<file path="src/rtl/ixcfg_pkg.sv">
package ixcfg_pkg;

   localparam int unsigned BYTE_W = 8;

   // register indices (neighbour decoders depend on these)
   localparam logic [7:0] IX_CFG      = 8'h50;
   localparam logic [7:0] IX_CTRL     = 8'h51;
   localparam logic [7:0] IX_TIM_LO   = 8'h52;
   localparam logic [7:0] IX_TIM_HI   = 8'h58;
   localparam logic [7:0] IX_TIM_SEC  = 8'h57;
   localparam logic [7:0] IX_BURST    = 8'h59;
   localparam logic [7:0] IX_SCRATCH  = 8'h5B;

   localparam int unsigned NUM_TIM  = int'(IX_TIM_HI - IX_TIM_LO) + 1;
   localparam int unsigned SEC_SLOT = int'(IX_TIM_SEC - IX_TIM_LO);

   // configuration byte layout
   localparam int unsigned CFG_STRAP_BIT = 5;
   localparam logic [7:0]  CFG_RO_MASK   = 8'h23;
   localparam logic [7:0]  CFG_RW_MASK   = ~CFG_RO_MASK;

   // control byte layout
   localparam int unsigned CTRL_SEC_BIT = 3;
   localparam int unsigned CTRL_RA0_BIT = 6;
   localparam int unsigned CTRL_RA1_BIT = 7;
   localparam logic [7:0]  FAST_MASK    = 8'h27;

   // secondary timing byte layout
   localparam int unsigned SEC_RA2_BIT = 2;
   localparam int unsigned SEC_RA3_BIT = 3;

   typedef struct packed {
      logic ix_wr;
      logic dat_wr;
      logic ix_rd;
      logic dat_rd;
   } port_hit_t;

endpackage

</file>
<file path="src/rtl/ixcfg_port_decode.sv">
module ixcfg_port_decode
   import ixcfg_pkg::*;
#(
   parameter int unsigned ADDR_W   = 16,
   parameter logic [31:0] BASE_DEF = 32'h178,
   parameter logic [31:0] BASE_ALT = 32'h078,
   parameter int unsigned DATA_OFS = 4
) (
   input  logic              strap_alt,
   input  logic [ADDR_W-1:0] addr,
   input  logic              wr,
   input  logic              rd,
   output port_hit_t         hit
);

   localparam logic [ADDR_W-1:0] IX_DEF  = ADDR_W'(BASE_DEF);
   localparam logic [ADDR_W-1:0] IX_ALT  = ADDR_W'(BASE_ALT);
   localparam logic [ADDR_W-1:0] DAT_DEF = ADDR_W'(BASE_DEF + DATA_OFS);
   localparam logic [ADDR_W-1:0] DAT_ALT = ADDR_W'(BASE_ALT + DATA_OFS);

   if (DATA_OFS == 0) begin : g_bad_ofs
      $error("ixcfg_port_decode: DATA_OFS must be nonzero");
   end
   if (ADDR_W < 8 || ADDR_W > 32) begin : g_bad_aw
      $error("ixcfg_port_decode: ADDR_W out of range");
   end
   if (BASE_DEF + DATA_OFS >= (64'd1 << ADDR_W)) begin : g_bad_base
      $error("ixcfg_port_decode: base does not fit ADDR_W");
   end

   logic [ADDR_W-1:0] ix_addr;
   logic [ADDR_W-1:0] dat_addr;
   logic              on_ix;
   logic              on_dat;

   always_comb begin
      ix_addr  = strap_alt ? IX_ALT  : IX_DEF;
      dat_addr = strap_alt ? DAT_ALT : DAT_DEF;
      on_ix    = (addr == ix_addr);
      on_dat   = (addr == dat_addr);
      hit.ix_wr  = wr & on_ix;
      hit.dat_wr = wr & on_dat;
      hit.ix_rd  = rd & on_ix;
      hit.dat_rd = rd & on_dat;
   end

endmodule

</file>
<file path="src/rtl/ixcfg_reg_bank.sv">
module ixcfg_reg_bank
   import ixcfg_pkg::*;
#(
   parameter logic [7:0] BURST_RST = 8'h40
) (
   input  logic                        clk,
   input  logic                        rst_n,
   input  logic                        wr_en,
   input  logic [7:0]                  index,
   input  logic [7:0]                  wdata,
   output logic [7:0]                  cfg_rw_q,
   output logic [7:0]                  ctrl_q,
   output logic [NUM_TIM-1:0][7:0]     tim_q,
   output logic [7:0]                  burst_q,
   output logic [7:0]                  scratch_q
);

   always_ff @(posedge clk or negedge rst_n) begin
      if (!rst_n) begin
         cfg_rw_q  <= '0;
         ctrl_q    <= '0;
         burst_q   <= BURST_RST;
         scratch_q <= '0;
      end else if (wr_en) begin
         if (index == IX_CFG)     cfg_rw_q  <= wdata & CFG_RW_MASK;
         if (index == IX_CTRL)    ctrl_q    <= wdata;
         if (index == IX_BURST)   burst_q   <= wdata;
         if (index == IX_SCRATCH) scratch_q <= wdata;
      end
   end

   for (genvar i = 0; i < NUM_TIM; i++) begin : g_tim
      localparam logic [7:0] MY_IX = IX_TIM_LO + 8'(i);
      always_ff @(posedge clk or negedge rst_n) begin
         if (!rst_n) begin
            tim_q[i] <= '0;
         end else if (wr_en && index == MY_IX) begin
            tim_q[i] <= wdata;
         end
      end
   end

endmodule

</file>
<file path="src/rtl/ixcfg_read_mux.sv">
module ixcfg_read_mux
   import ixcfg_pkg::*;
#(
   parameter logic [1:0] REVISION = 2'd1
) (
   input  logic [7:0]              index,
   input  logic                    strap_alt,
   input  logic [7:0]              cfg_rw_q,
   input  logic [7:0]              ctrl_q,
   input  logic [NUM_TIM-1:0][7:0] tim_q,
   input  logic [7:0]              burst_q,
   input  logic [7:0]              scratch_q,
   output logic [7:0]              rd_byte
);

   if (REVISION == 2'd0) begin : g_bad_rev
      $error("ixcfg_read_mux: REVISION must be nonzero");
   end

   logic [7:0] cfg_view;

   always_comb begin
      cfg_view = cfg_rw_q & CFG_RW_MASK;
      cfg_view[1:0] = REVISION;
      cfg_view[CFG_STRAP_BIT] = strap_alt;
   end

   always_comb begin
      rd_byte = '0;
      unique case (index)
         IX_CFG:     rd_byte = cfg_view;
         IX_CTRL:    rd_byte = ctrl_q;
         IX_BURST:   rd_byte = burst_q;
         IX_SCRATCH: rd_byte = scratch_q;
         default: begin
            for (int i = 0; i < NUM_TIM; i++) begin
               if (index == IX_TIM_LO + 8'(i)) rd_byte = tim_q[i];
            end
         end
      endcase
   end

endmodule

</file>
<file path="src/rtl/ide_ixcfg_regs.sv">
module ide_ixcfg_regs
   import ixcfg_pkg::*;
#(
   parameter int unsigned ADDR_W    = 16,
   parameter logic [31:0] BASE_DEF  = 32'h178,
   parameter logic [31:0] BASE_ALT  = 32'h078,
   parameter int unsigned DATA_OFS  = 4,
   parameter logic [1:0]  REVISION  = 2'd1,
   parameter logic [7:0]  BURST_RST = 8'h40
) (
   input  logic              clk,
   input  logic              rst_n,
   input  logic              strap_alt_base,
   input  logic [ADDR_W-1:0] host_addr,
   input  logic              host_wr,
   input  logic              host_rd,
   input  logic [7:0]        host_wdata,
   output logic [7:0]        host_rdata,
   output logic              host_rvalid,
   output logic              sec_chan_en,
   output logic [3:0]        ra_dis,
   output logic              fast_dsel
);

   port_hit_t              hit;
   logic [7:0]             idx_q;
   logic [7:0]             cfg_rw_q;
   logic [7:0]             ctrl_q;
   logic [NUM_TIM-1:0][7:0] tim_q;
   logic [7:0]             burst_q;
   logic [7:0]             scratch_q;
   logic [7:0]             rd_byte;

   ixcfg_port_decode #(
      .ADDR_W  (ADDR_W),
      .BASE_DEF(BASE_DEF),
      .BASE_ALT(BASE_ALT),
      .DATA_OFS(DATA_OFS)
   ) u_dec (
      .strap_alt(strap_alt_base),
      .addr     (host_addr),
      .wr       (host_wr),
      .rd       (host_rd),
      .hit      (hit)
   );

   always_ff @(posedge clk or negedge rst_n) begin
      if (!rst_n) idx_q <= '0;
      else if (hit.ix_wr) idx_q <= host_wdata;
   end

   ixcfg_reg_bank #(.BURST_RST(BURST_RST)) u_bank (
      .clk      (clk),
      .rst_n    (rst_n),
      .wr_en    (hit.dat_wr),
      .index    (idx_q),
      .wdata    (host_wdata),
      .cfg_rw_q (cfg_rw_q),
      .ctrl_q   (ctrl_q),
      .tim_q    (tim_q),
      .burst_q  (burst_q),
      .scratch_q(scratch_q)
   );

   ixcfg_read_mux #(.REVISION(REVISION)) u_rmux (
      .index    (idx_q),
      .strap_alt(strap_alt_base),
      .cfg_rw_q (cfg_rw_q),
      .ctrl_q   (ctrl_q),
      .tim_q    (tim_q),
      .burst_q  (burst_q),
      .scratch_q(scratch_q),
      .rd_byte  (rd_byte)
   );

   always_ff @(posedge clk or negedge rst_n) begin
      if (!rst_n) begin
         host_rdata  <= '0;
         host_rvalid <= 1'b0;
      end else begin
         host_rvalid <= hit.ix_rd | hit.dat_rd;
         if (hit.ix_rd)       host_rdata <= idx_q;
         else if (hit.dat_rd) host_rdata <= rd_byte;
      end
   end

   always_comb begin
      sec_chan_en = ctrl_q[CTRL_SEC_BIT];
      ra_dis      = {tim_q[SEC_SLOT][SEC_RA3_BIT], tim_q[SEC_SLOT][SEC_RA2_BIT],
                     ctrl_q[CTRL_RA1_BIT], ctrl_q[CTRL_RA0_BIT]};
      fast_dsel   = &(ctrl_q | ~FAST_MASK);
   end

endmodule

</file>
<file path="config.mk">
export PLATFORM = sky130hd
export DESIGN_NAME = ide_ixcfg_regs
export DESIGN_NICKNAME = d
export VERILOG_FILES = /design/src/rtl/ixcfg_pkg.sv /design/src/rtl/ixcfg_port_decode.sv /design/src/rtl/ixcfg_reg_bank.sv /design/src/rtl/ixcfg_read_mux.sv /design/src/rtl/ide_ixcfg_regs.sv
export SDC_FILE = /design/constraint.sdc
export NUM_CORES = 1
export LEC_CHECK = 0
export BUFFER_PORTS_ARGS = -buffer_cell sky130_fd_sc_hd__buf_2
export CAP_MARGIN = 40
export CORE_ASPECT_RATIO = 1.2
export CORE_UTILIZATION = 30
export CTS_CLUSTER_SIZE = 20
export DETAILED_ROUTE_END_ITERATION = 8
export HOLD_SLACK_MARGIN = 0.12
export PLACE_DENSITY = 0.49
export SLEW_MARGIN = 30
export SYNTH_ARGS = -nofsm -noshare
export SYNTH_HDL_FRONTEND = slang
export SYNTH_SLANG_ARGS = --single-unit
</file>
<file path="constraint.sdc">
create_clock -name clk -period 4.8 [get_ports clk]
set_clock_uncertainty 0.2 [all_clocks]
set_input_delay 0.24 -clock clk [delete_from_list [all_inputs] [get_ports clk]]
set_output_delay 0.24 -clock clk [all_outputs]
set_load 0.05 [all_outputs]
</file>
==> impl_metrics.yaml <==
cts:
  clock_latency_ns: 0.35
  cts.htree.levels: 3
  cts_setup_buffers: 0
  postCtsResizedCells: 0
  cts_made_buffers: 9
  cts.clk_slew.worst_paths_ns: 0.07
  cts_tree: "yes"
  root_buffer: "clkbuf_16"
  cts_hold_buffers: 5
  clock_sinks: 102
  cts_buffer_depth: 2
cells_and_area:
  final_common_cell: "mux2_2"
  area_growth_pct: 15.06
  n_antenna_cell: 0
  fin_area_sq_mm: 0.005851
  mostFrequentLayoutCells: "mux2_2, dfrtp_1, buf_2, nand2_1, nor2_1"
  multiInputGateArea_sq_mm: 0.002374
  nets: 475
  drive_gt1_frac: 0.4169
  filler_cell_count: 1578
  register_area_sq_mm: 0.002554
timing:
  worstMarginPinSlew_ns: 0.8203
  finalHoldViolations: 0
  slew_headroom: 0.4531
  min_period_over_period: 0.6187
  layout_min_cycle_time_ns: 2.970
  rsz0062_at_grt: "no"
  maxSlewViolCount: 0
  fin_ws_ns: 1.830
  finalSetupTns_ns: 0
  timing.fmax_mhz: 336.7
  final-setup-viol-count: 0
die:
  die_w_um: 120.8
  io_pins: 44
  fp-row-count: 51
  die_h_um: 144.6
  coreArea_sq_mm: 0.01640
  die_area_sq_mm: 0.01748
  start_util: 0.3101
grt:
  antenna_found_initial: 0
  grt_pass1_wl_mm: 20.03
  first_global_vias: 3424
  grt_use_total: 0.1555
  grt.overflow.total: 0
  grt_max_degree: 50
logic_synthesis:
  synth_edf_count: 0
  syn_area_sq_mm: 0.005085
  ys.flop_type: "dfrtp_1"
  ys_seq_elements: 102
  synth.avg_cell_area_sq_um: 12.28
  yosysSeqAreaShare: 0.5022
  syn_inst: 414
  async_flop_share: 1.000
  yosysWarningCount: 0
  synthDistinctLibCells: 55
  syn_nets: 443
power_and_ir_drop:
  cellLeakagePower_nw: 2.863
  power.density_mw_per_mm2: 286.4
  max-vdd-ir-drop_uv: 171.8
route:
  vias_per_cell: 5.186
  dr.pass1.iters: 4
  ant_nets: 0
  wire_per_inst_um: 19.43
  route.detailed.drc: 0
  wl_mm: 12.89
  drtIter0Drc: 198
  vias: 3438
placement:
  pre_cts_slack_ns: 1.800
  portBuffers: 43
  routabilityCongestion: 0.7573
  placed_area_sq_mm: 0.005490
  hpwl_mm: 9.156
worst_hold_path:
  hp-class: "primary input to async pin"
worst_setup_path:
  r2r_cells: 4
  cp.arrival_ns: 3.00
  cp_data_required_time_ns: 4.83
  endpoint_kind: "flip-flop"
  critical_path_class: "flip-flop to flip-flop"
  startpoint: "idx_q[7]$_DFFE_PN0P_"
  cp_max_fo: 14
  setup.worst_path.start_class: "flip-flop"
  r2r-start: "idx_q[7]$_DFFE_PN0P_"
run_status:
  outcome: "complete, no violations"
flow_run:
  maxCapViolations: 0
==> stage by stage <==
stage / total power [mW] / utilization / std cells / hold slack [ns]
detailed placement: 0.9350 / 0.3348 / 642 / -0.03177
finish: 1.676 / 0.3568 / 663 / 0.1332
global route: 1.741 / 0.3568 / 663 / 0.1519
global placement: 0.9315 / 0.3331 / 641 / 0.2279
CTS: 1.696 / 0.3568 / 663 / 0.1326
floorplan: 0.8916 / - / 414 / -0.2556
==> registers in the layout, summed over array words and instances (netlist names) <==
name,flops
u_bank.scratch_q,8
u_bank.burst_q,8
u_bank.ctrl_q,8
u_bank.cfg_rw_q,5
host_rdata,8
u_bank.tim_q,56
host_rvalid,1
idx_q,8
==> cells in the mapped netlist, drive strengths merged, types with 7 or more instances <==
library cell | count | area share
a31oi | 8 | 0.0098
mux2i | 12 | 0.024
nand4 | 7 | 0.014
o21ai | 14 | 0.014
dfrtp | 101 | 0.50
mux2 | 104 | 0.23
nand2 | 24 | 0.018
buf | 11 | 0.012
nor3 | 7 | 0.0091
or2 | 7 | 0.0086
and3 | 8 | 0.0098
nor2 | 18 | 0.014
clkbuf | 22 | 0.016
==> final timing paths <==
check / endpoint / slack, ns
setup reg to reg: u_bank.tim_q[39]$_DFFE_PN0P_ / 1.83
max in group asynchronous: u_bank.burst_q[6]$_DFFE_PN1P_ / 3.48
hold reg to reg: host_rdata[0]$_DFFE_PN0P_ / 0.28
setup / recovery: u_bank.tim_q[39]$_DFFE_PN0P_ / 1.83
min in group clk: u_bank.tim_q[12]$_DFFE_PN0P_ / 0.14
hold / removal: u_bank.scratch_q[5]$_DFFE_PN0P_ / 0.13
==> per-layer routing <==
metal  part of all wire  up-vias  global-route usage
li1                   -     1599                   -
met1               0.46     1759              0.1966
met2               0.50       68              0.2692
met3              0.026       12             0.02050
met4              0.019        0             0.05913
met5                  0        -                   0
==> worst max-delay path, cell delays in order, from the launching register on <==
cell	delay, ns
dfrtp_1	0.40
nand4bb_1	0.58
or2_2	0.60
nor4_4	0.65
mux2_2	0.41
==> cell type report <==
cell class	count	share of cell area
multi-input cells	275	0.4057
well taps	212	0.04534
flip-flops and latches	102	0.4365
clock buffers	11	0.04320
repair buffers	54	0.05689
inverters	4	0.002566
clock inverters	5	0.009837
==> where the power goes <==
group | leakage, nW | switching, mW | internal (mW)
clock | 0.155 | 0.323 | 0.433
sequential | 1.41 | 0.0000851 | 0.859
combinational | 1.30 | 0.0421 | 0.0190
==> cells by family (layout without fill, tap and decap cells) <==
group | after synthesis | in the layout | share of synthesized area
AO/OA/AOI/OAI | 54 | 54 | 0.07382
XOR/XNOR | 1 | 1 | 0.001723
AND/OR/NAND/NOR | 102 | 102 | 0.1284
buffers and inverters | 37 | 74 | 0.03100
flip-flops | 102 | 102 | 0.5022
multiplexers | 118 | 118 | 0.2628
No activity file was read; power rests on OpenSTA's default activity.
